## src/rtl/iq_pkg.sv

```systemverilog
package iq_pkg;

    typedef enum logic [1:0] {
        ST_EMPTY   = 2'd0,
        ST_PARTIAL = 2'd1,
        ST_FULL    = 2'd2
    } occ_state_e;

    // Per-cycle departure decision taken from the two oldest entries
    typedef struct packed {
        logic       issue_vld;  // a non-branch word is offered
        logic       issue_sel;  // 0: oldest entry, 1: second entry
        logic       br_vld;     // a branch word leaves
        logic       br_sel;     // 0: oldest entry, 1: second entry
        logic [1:0] pops;       // entries leaving this cycle
    } leave_t;

endpackage

```

## src/rtl/iq_occ_fsm.sv

```systemverilog
module iq_occ_fsm
    import iq_pkg::*;
#(
    parameter int DEPTH = 4,
    localparam int CW   = $clog2(DEPTH + 1)
) (
    input  logic          clk,
    input  logic          rst_n,
    input  logic          flush,
    input  logic          fetch_valid,
    input  logic [1:0]    pops,
    output logic          push,
    output logic          fetch_ready,
    output logic [CW-1:0] count,
    output occ_state_e    state
);

    occ_state_e    state_n;
    logic [CW-1:0] count_n;

    // State register
    always_ff @(posedge clk or negedge rst_n) begin
        if (!rst_n) begin
            state <= ST_EMPTY;
            count <= '0;
        end else begin
            state <= state_n;
            count <= count_n;
        end
    end

    // Next-state logic
    always_comb begin
        int sum;
        sum     = int'(count) + int'(push) - int'(pops);
        count_n = CW'(sum);
        state_n = state;
        if (flush) begin
            count_n = '0;
            state_n = ST_EMPTY;                 // flush
        end else begin
            unique case (state)
                ST_EMPTY: begin
                    if (push) state_n = (sum == DEPTH) ? ST_FULL : ST_PARTIAL; // fill
                end
                ST_PARTIAL: begin
                    if (sum == 0)          state_n = ST_EMPTY;   // drain
                    else if (sum == DEPTH) state_n = ST_FULL;    // top-off
                end
                ST_FULL: begin
                    if (sum == 0)          state_n = ST_EMPTY;
                    else if (sum < DEPTH)  state_n = ST_PARTIAL; // release
                end
                default: state_n = ST_EMPTY;
            endcase
        end
    end

    // Outputs
    always_comb begin
        fetch_ready = !flush && ((state != ST_FULL) || (pops != 2'd0));
        push        = fetch_valid && fetch_ready;
    end

endmodule

```

## src/rtl/iq_select.sv

```systemverilog
module iq_select
    import iq_pkg::*;
(
    input  logic   flush,
    input  logic   head_vld,
    input  logic   head_br,
    input  logic   sec_vld,
    input  logic   sec_br,
    input  logic   issue_ready,
    output leave_t leave
);

    always_comb begin
        leave = '0;
        if (!flush && head_vld) begin
            if (head_br) begin
                // oldest is a branch: it goes regardless of issue_ready
                leave.br_vld = 1'b1;
                leave.br_sel = 1'b0;
                if (sec_vld && !sec_br) begin
                    leave.issue_vld = 1'b1;
                    leave.issue_sel = 1'b1;
                    leave.pops      = issue_ready ? 2'd2 : 2'd1;
                end else begin
                    leave.pops      = 2'd1;
                end
            end else begin
                leave.issue_vld = 1'b1;
                leave.issue_sel = 1'b0;
                if (issue_ready) begin
                    if (sec_vld && sec_br) begin
                        leave.br_vld = 1'b1;
                        leave.br_sel = 1'b1;
                        leave.pops   = 2'd2;
                    end else begin
                        leave.pops   = 2'd1;
                    end
                end
            end
        end
    end

endmodule

```

## src/rtl/iq_store.sv

```systemverilog
module iq_store #(
    parameter int W     = 32,
    parameter int DEPTH = 4,
    localparam int CW   = $clog2(DEPTH + 1)
) (
    input  logic          clk,
    input  logic          rst_n,
    input  logic          flush,
    input  logic          push,
    input  logic          push_br,
    input  logic [W-1:0]  push_word,
    input  logic [1:0]    pops,
    input  logic [CW-1:0] count,
    output logic          br_q   [DEPTH],
    output logic [W-1:0]  word_q [DEPTH]
);

    for (genvar g = 0; g < DEPTH; g++) begin : g_slot
        localparam int NX1 = (g + 1 < DEPTH) ? g + 1 : g;
        localparam int NX2 = (g + 2 < DEPTH) ? g + 2 : g;

        logic         br_n;
        logic [W-1:0] word_n;

        always_comb begin
            br_n   = br_q[g];
            word_n = word_q[g];
            if (g + int'(pops) < int'(count)) begin
                case (pops)
                    2'd1: begin
                        br_n   = br_q[NX1];
                        word_n = word_q[NX1];
                    end
                    2'd2: begin
                        br_n   = br_q[NX2];
                        word_n = word_q[NX2];
                    end
                    default: ;
                endcase
            end else if (push && (g == int'(count) - int'(pops))) begin
                br_n   = push_br;
                word_n = push_word;
            end
        end

        always_ff @(posedge clk or negedge rst_n) begin
            if (!rst_n) begin
                br_q[g]   <= 1'b0;
                word_q[g] <= '0;
            end else if (flush) begin
                br_q[g]   <= 1'b0;
            end else begin
                br_q[g]   <= br_n;
                word_q[g] <= word_n;
            end
        end
    end

endmodule

```

## src/rtl/instr_queue_bsplit.sv

```systemverilog
module instr_queue_bsplit
    import iq_pkg::*;
#(
    parameter int W     = 32,
    parameter int DEPTH = 4,
    localparam int CW   = $clog2(DEPTH + 1)
) (
    input  logic         clk,
    input  logic         rst_n,
    input  logic         flush,
    input  logic         fetch_valid,
    input  logic         fetch_is_branch,
    input  logic [W-1:0] fetch_word,
    output logic         fetch_ready,
    output logic         issue_valid,
    output logic [W-1:0] issue_word,
    input  logic         issue_ready,
    output logic         branch_valid,
    output logic [W-1:0] branch_word
);

    leave_t        leave;
    occ_state_e    occ_state;
    logic [CW-1:0] occ_cnt;
    logic          push;
    logic          head_vld, head_br, sec_vld, sec_br;
    logic          occ_full, occ_empty;
    logic          br_q   [DEPTH];
    logic [W-1:0]  word_q [DEPTH];

    assign head_vld  = (occ_cnt != '0);
    assign sec_vld   = (occ_cnt > CW'(1));
    assign head_br   = br_q[0];
    assign sec_br    = br_q[1];
    assign occ_full  = (occ_state == ST_FULL);
    assign occ_empty = (occ_state == ST_EMPTY);

    iq_occ_fsm #(.DEPTH(DEPTH)) u_fsm (
        .clk         (clk),
        .rst_n       (rst_n),
        .flush       (flush),
        .fetch_valid (fetch_valid),
        .pops        (leave.pops),
        .push        (push),
        .fetch_ready (fetch_ready),
        .count       (occ_cnt),
        .state       (occ_state)
    );

    iq_select u_sel (
        .flush       (flush),
        .head_vld    (head_vld),
        .head_br     (head_br),
        .sec_vld     (sec_vld),
        .sec_br      (sec_br),
        .issue_ready (issue_ready),
        .leave       (leave)
    );

    iq_store #(.W(W), .DEPTH(DEPTH)) u_store (
        .clk       (clk),
        .rst_n     (rst_n),
        .flush     (flush),
        .push      (push),
        .push_br   (fetch_is_branch),
        .push_word (fetch_word),
        .pops      (leave.pops),
        .count     (occ_cnt),
        .br_q      (br_q),
        .word_q    (word_q)
    );

    always_comb begin
        issue_valid  = leave.issue_vld;
        issue_word   = leave.issue_sel ? word_q[1] : word_q[0];
        branch_valid = leave.br_vld;
        branch_word  = leave.br_sel ? word_q[1] : word_q[0];
    end

endmodule

```

## config.mk

```make
export PLATFORM = sky130hd
export DESIGN_NAME = instr_queue_bsplit
export DESIGN_NICKNAME = d
export VERILOG_FILES = /design/src/rtl/iq_pkg.sv /design/src/rtl/iq_occ_fsm.sv /design/src/rtl/iq_select.sv /design/src/rtl/iq_store.sv /design/src/rtl/instr_queue_bsplit.sv
export SDC_FILE = /design/constraint.sdc
export NUM_CORES = 1
export LEC_CHECK = 0
export BUFFER_PORTS_ARGS = -buffer_cell sky130_fd_sc_hd__buf_2
export CORE_ASPECT_RATIO = 0.8
export CORE_MARGIN = 10
export CORE_UTILIZATION = 45
export DETAILED_ROUTE_END_ITERATION = 12
export GPL_TIMING_DRIVEN = 1
export HOLD_SLACK_MARGIN = 0.15
export PLACE_DENSITY = 0.67
export SETUP_SLACK_MARGIN = 0.5
export SYNTH_ARGS = -nofsm -noshare
export SYNTH_HDL_FRONTEND = slang
export SYNTH_HIERARCHICAL = 1
export SYNTH_SLANG_ARGS = --single-unit
export TNS_END_PERCENT = 1
```

## constraint.sdc

```tcl
create_clock -name clk -period 5.6 [get_ports clk]
set_input_delay 0.56 -clock clk [delete_from_list [all_inputs] [get_ports clk]]
set_output_delay 0.56 -clock clk [all_outputs]
set_load 0.01 [all_outputs]
```

# --- After elaboration in Yosys (flattened, before gate mapping) ---
# Index checks and enable logic that the tools add are counted.
totals:
  elab_cells: 119
  out_inout_bits: 67
  register_bits: 137
op_classes:
  bitwise: 2
  n_mux: 43
  n_reduce_logical: 33
  add_sub_neg: 6
  order_cmp: 6
  eq_ne: 19
ops:
  columns: ["op", "n"]
  rows:
  - ["$mux W32", 9]
  - ["$pmux W32 S2", 2]
  - ["$lt A32 B4 Y1", 3]
  - ["$eq A3 B32 Y1 const A", 2]
  - ["$logic_not A32 Y1", 2]
  - ["$eq A2 B32 Y1 const A", 1]
  - ["$eq A32 B4 Y1 const B", 1]
  - ["$lt A32 B4 Y1 const B", 1]
  - ["$sub A32 B3 Y32", 1]
  - ["$mux W2", 12]
  - ["$reduce_and A3 Y1", 5]
  - ["$mux W1", 13]
  - ["$mux W6", 2]
  - ["$reduce_bool A3 Y1", 4]
  - ["$reduce_bool A2 Y1", 5]
  - ["$logic_and A1 B1 Y1", 9]
  - ["$ne A3 B3 Y1 const B", 3]
  - ["$ne A4 B2 Y1 const B", 2]
  - ["$ne A4 B4 Y1 const B", 2]
  - ["$reduce_and A2 Y1", 4]
  - ["$add A2 B2 Y3 const A", 2]
  - ["$ne A2 B2 Y1 const B", 3]
  - ["$pmux W2 S3", 1]
  - ["$add A3 B1 Y4", 1]
  - ["14 further kinds", 19]

# --- Logic depth before layout (Yosys ltp) ---
depth:
  depth_word: 17
  ltp_mapped: 16
  mapped_depth_nobuf: 16

# --- Modules after synthesis ---
# Netlist, hierarchy kept.
modules_own_cells:
  columns: ["mod", "cells_each", "area_per_inst_um2", "instances", "seq_area_each_um2"]
  rows:
  - ["iq_store", 609, 6867.8, 1, 3303.2]
  - ["instr_queue_bsplit", 74, 1101.1, 1, 0.0]
  - ["iq_occ_fsm", 46, 429.2, 1, 125.1]
  - ["iq_select", 15, 97.6, 1, 0.0]

# --- Worst setup path after synthesis ---
# No wires, ideal clock.
synth_path:
  path_kind: "register to register"
  from: "reg u_fsm.count[1]"
  to: "reg u_fsm.state[0]"
  arrival_ns: 3.731
  setup_ns: 0.120
  stages_incl_launch_ff: 16
  path_buffers: 0
  t_required_ns: 5.480
  synth_period_minus_slack_ns: 3.851
  setup_slack_ns: 1.749
  cell_sequence: "dfrtp_1 -> or2_2 -> and3b_1 -> nor4_2 -> nor3_1 -> nor2_1 -> and2_1 -> ha_1 -> ha_1 -> ha_1 -> nand2b_1 -> nor3b_1 -> ha_1 -> a311oi_1 -> o41ai_2 -> and4_1"
synth_lines:
  columns: ["item", "line", "source"]
  rows:
  - ["start, declared", "iq_occ_fsm.sv:14", "output logic [CW-1:0] count,"]
  - ["start signal, assigned", "iq_occ_fsm.sv:28", "count <= count_n;"]
  - ["end signal, assigned", "iq_occ_fsm.sv:27", "state <= state_n;"]
  - ["end, declared", "iq_occ_fsm.sv:15", "output occ_state_e state"]

==> results.yml <==
logic_synthesis:
  yosys.area_share.simple_pct: 6.98
  synth_fa_ha_area_share_pct: 3.42
  mappedNetlistArea_um2: 8500
  post_synth.cell_area_avg_um2: 11.4
  post_synth_inst_count: 744
  synth-seq-cells: 137
  post_synth_xor_area_fraction_pct: 0.295
  synthArstFlopShare_pct: 100
  ys_types: 52
  synth-warning-count: 6
  sequential_cell_area_fraction_in_the_yosys_report_pct: 40.4
  synth.mux.area_fraction_pct: 32.1
  synth_edf_count: 0
  mappedNetlistNets: 804
  share_of_the_synthesized_area_in_compound_gates_ao_oa_aoi_oai_pct: 12.0
  synth_top_family_by_area: "multiplexers"
  synth_ff_type: "dfrtp_1"
clock_network:
  cts_hold_buf: 0
  postCtsSetupBuffers: 0
  clockRootBuffer: "clkbuf_16"
  cts_tree: "done"
  insertion_delay_ns: 0.42
  htree_levels: 4
  sink_count: 137
  number_of_cts_inserted_buffers: 17
  path_clk_slew_ns: 0.06
  post_cts.resized_instances: 0
  max-clock-path-buffers: 2
timing:
  worst_slew_margin_pct: 19.3
  achievable-frequency_ghz: 0.212
  timing.clock.skew_ns: 0.00849
  final_hold_viol_count: 0
  period_minus_slack_ns: 4.72
  setup_violations: 0
  rsz0062_at_grt: "no"
  drv_slew: 0
  tightestPinTransition_ns: 1.21
  final.period_utilization_pct: 84.3
  final.setup.tns_ns: 0
placement:
  placement.io_buffers: 104
  detailed_placement_wirelength_estimate_um: 13200
  inst_count_dp: 1063
  gp_congestion: 0.836
floorplanning:
  placementRows: 44
  floorplan.core_area_um2: 18300
  fp.dieH_um: 143
  start_util_pct: 46.3
  area_of_the_die_um2: 24800
  top_level_ports: 105
  die_w_um: 174
worst_hold_path:
  min_path_type: "in2async"
power_and_ir_drop:
  power_switching_mw: 1.60
  p_clk_share_pct: 22.5
  power_frac_comb_pct: 39.5
  vdd.ir_drop.worst_mv: 0.223
  p_seq_share_pct: 38.0
  pwr_density_cell_nw_per_um2: 468
  switching_share_pct: 35.3
  power.leakage_nw: 4.32
  p_int_mw: 2.93
critical_path:
  critPathMaxStageDelay_ns: 0.92
  rr_startpoint: "u_fsm/count[2]"
  critPathSlowestCell: "nor3_1"
  setup.worst_path.start_class: "flop"
  worstPathRequired_ns: 5.95
  worst_setup_path_startpoint: "u_fsm/count[2]"
  timing.critical_path.to_type: "flop"
  crit_family: "simple AND/OR/NAND/NOR gates"
  cp_max_fo: 18
  crit_chain: "or3_1 > nand2b_1 > nor3_1 > inv_1 > ha_1 > ha_1 > nor2b_1 > nor3_1 > nor4b_4 > nor2b_2 > buf_4 > a221o_1"
  crit_buf_inv: 2
  ws_path_type: "reg2reg"
  cp_data_arrival_time_ns: 5.07
grt:
  grt_max_degree: 87
  grt_overflow_total: 0
  grt_pass1_wl_um: 34400
  first_global_vias: 6115
  antenna_found_initial: 1
  grt_util_all_layers_pct: 17.2
finish:
  synthToLayoutAreaGrowth_pct: 14.0
  layout_commonest_cell: "dfrtp_1"
  finish.cell_count_without_fillers: 1093
  finalNetCount: 889
  most-common-layout-cells: "dfrtp_1 (137), buf_2 (103), mux2_2 (101)"
  final_layout_size_suffix_gt1_share_pct: 38.0
route:
  dr_wl_met2_um: 9740
  drt-initial-drc-count: 348
  wl_met3_um: 1190
  drt_pre_antenna_iters: 4
  finalWirelength_um: 21500
  via_per_inst: 5.63
  topRoutingLayerUsed: "met4"
  post-route-drc-count: 0
  postRouteAntennaNets: 0
  routedLengthMet1_um: 10300
  dr_total_vias: 6156
  routed_wire_length_per_instance_um: 19.6
flow_run:
  max-cap-violations: 0
status:
  outcome: "complete, no violations"
[logic make-up (layout without fill, tap and decap cells)]
family	after synthesis	in the layout
other	0	1
AND/OR/NAND/NOR	124	124
adder cells (fa/ha/maj)	22	22
AO/OA/AOI/OAI	158	158
multiplexers	230	230
XOR/XNOR	2	2
buffers and inverters	71	166
flip-flops	137	137
[power by group through the flow]
stage,Clock [mW],Sequential [mW],Combinational [mW]
final,1.02,1.72,1.79
after global routing,1.10,1.78,1.99
after CTS,1.04,1.72,1.81
after detailed placement,0,1.73,1.80
after global placement,0,1.71,1.76
after floorplan,0,1.60,1.33
[final timing paths]
path | end | slack [ns] | depth (start not counted)
setup / recovery | u_store/word_q[73] | 0.88 | 12
hold / removal | u_store/word_q[98] | 0.19 | 1
setup reg to reg | u_store/word_q[73] | 0.88 | 12
hold reg to reg | u_store/word_q[6] | 0.53 | 1
max in group asynchronous | u_fsm/state[1] | 4.19 | 2
min in group clk | u_store/word_q[95] | 0.42 | 2
[sequential cells by signal, indices dropped and copies added, names as in the netlist]
| register | flops |
|---|---|
| u_fsm/count | 3 |
| u_store/word_q | 128 |
| u_fsm/state | 2 |
| u_store/br_q | 4 |
[per-stage QoR]
step	hold WS, ns	setup WS, ns	total power, mW	util (%)	cell area [um2]
2_1_floorplan	0.264	1.75	2.93	-	8500
3_3_place_gp	0.508	1.02	3.47	50.0	9160
3_5_place_dp	0.517	0.815	3.53	50.0	9160
4_1_cts	0.229	0.905	4.57	52.8	9680
5_1_grt	0.251	0.550	4.86	52.8	9680
6_report	0.195	0.878	4.53	52.8	9690
[per-layer routing]
metal  up-vias  global-route usage [%]
met5         -                       0
met1      3074                    23.5
met2       166                    26.7
met3        21                    4.64
li1       2895                       -
met4         0                    4.13
[synthesized netlist by cell type, types with 3 or more instances]
library cell / instances / share of area (%)
dfrtp_1: 137 / 40
mux2_2: 101 / 13
o21ai_0: 97 / 5.7
mux2i_1: 69 / 8.1
mux2_4: 60 / 11
nor2_1: 49 / 2.2
nand2_1: 37 / 1.6
a221o_1: 32 / 3.8
clkbuf_1: 32 / 1.4
ha_1: 20 / 2.9
inv_1: 19 / 0.84
buf_2: 8 / 0.47
a21oi_1: 7 / 0.41
buf_12: 6 / 1.4
nor3_1: 6 / 0.35
o211ai_1: 6 / 0.53
buf_6: 5 / 0.66
nand3_1: 5 / 0.29
nand2b_1: 4 / 0.29
a31oi_1: 3 / 0.22
nor2b_1: 3 / 0.22
or2_2: 3 / 0.22
[final cells by class]
class / count / area, um2
Antenna cell: 1 / 2.50
Clock buffer: 25 / 475
Clock inverter: 4 / 45.0
Fill cell: 1685 / 8650
Inverter: 19 / 71.3
Multi-Input combinational cell: 536 / 4710
Sequential cell: 137 / 3430
Tap cell: 253 / 317
Timing Repair Buffer: 118 / 632
(Power assumes the default switching activity.)
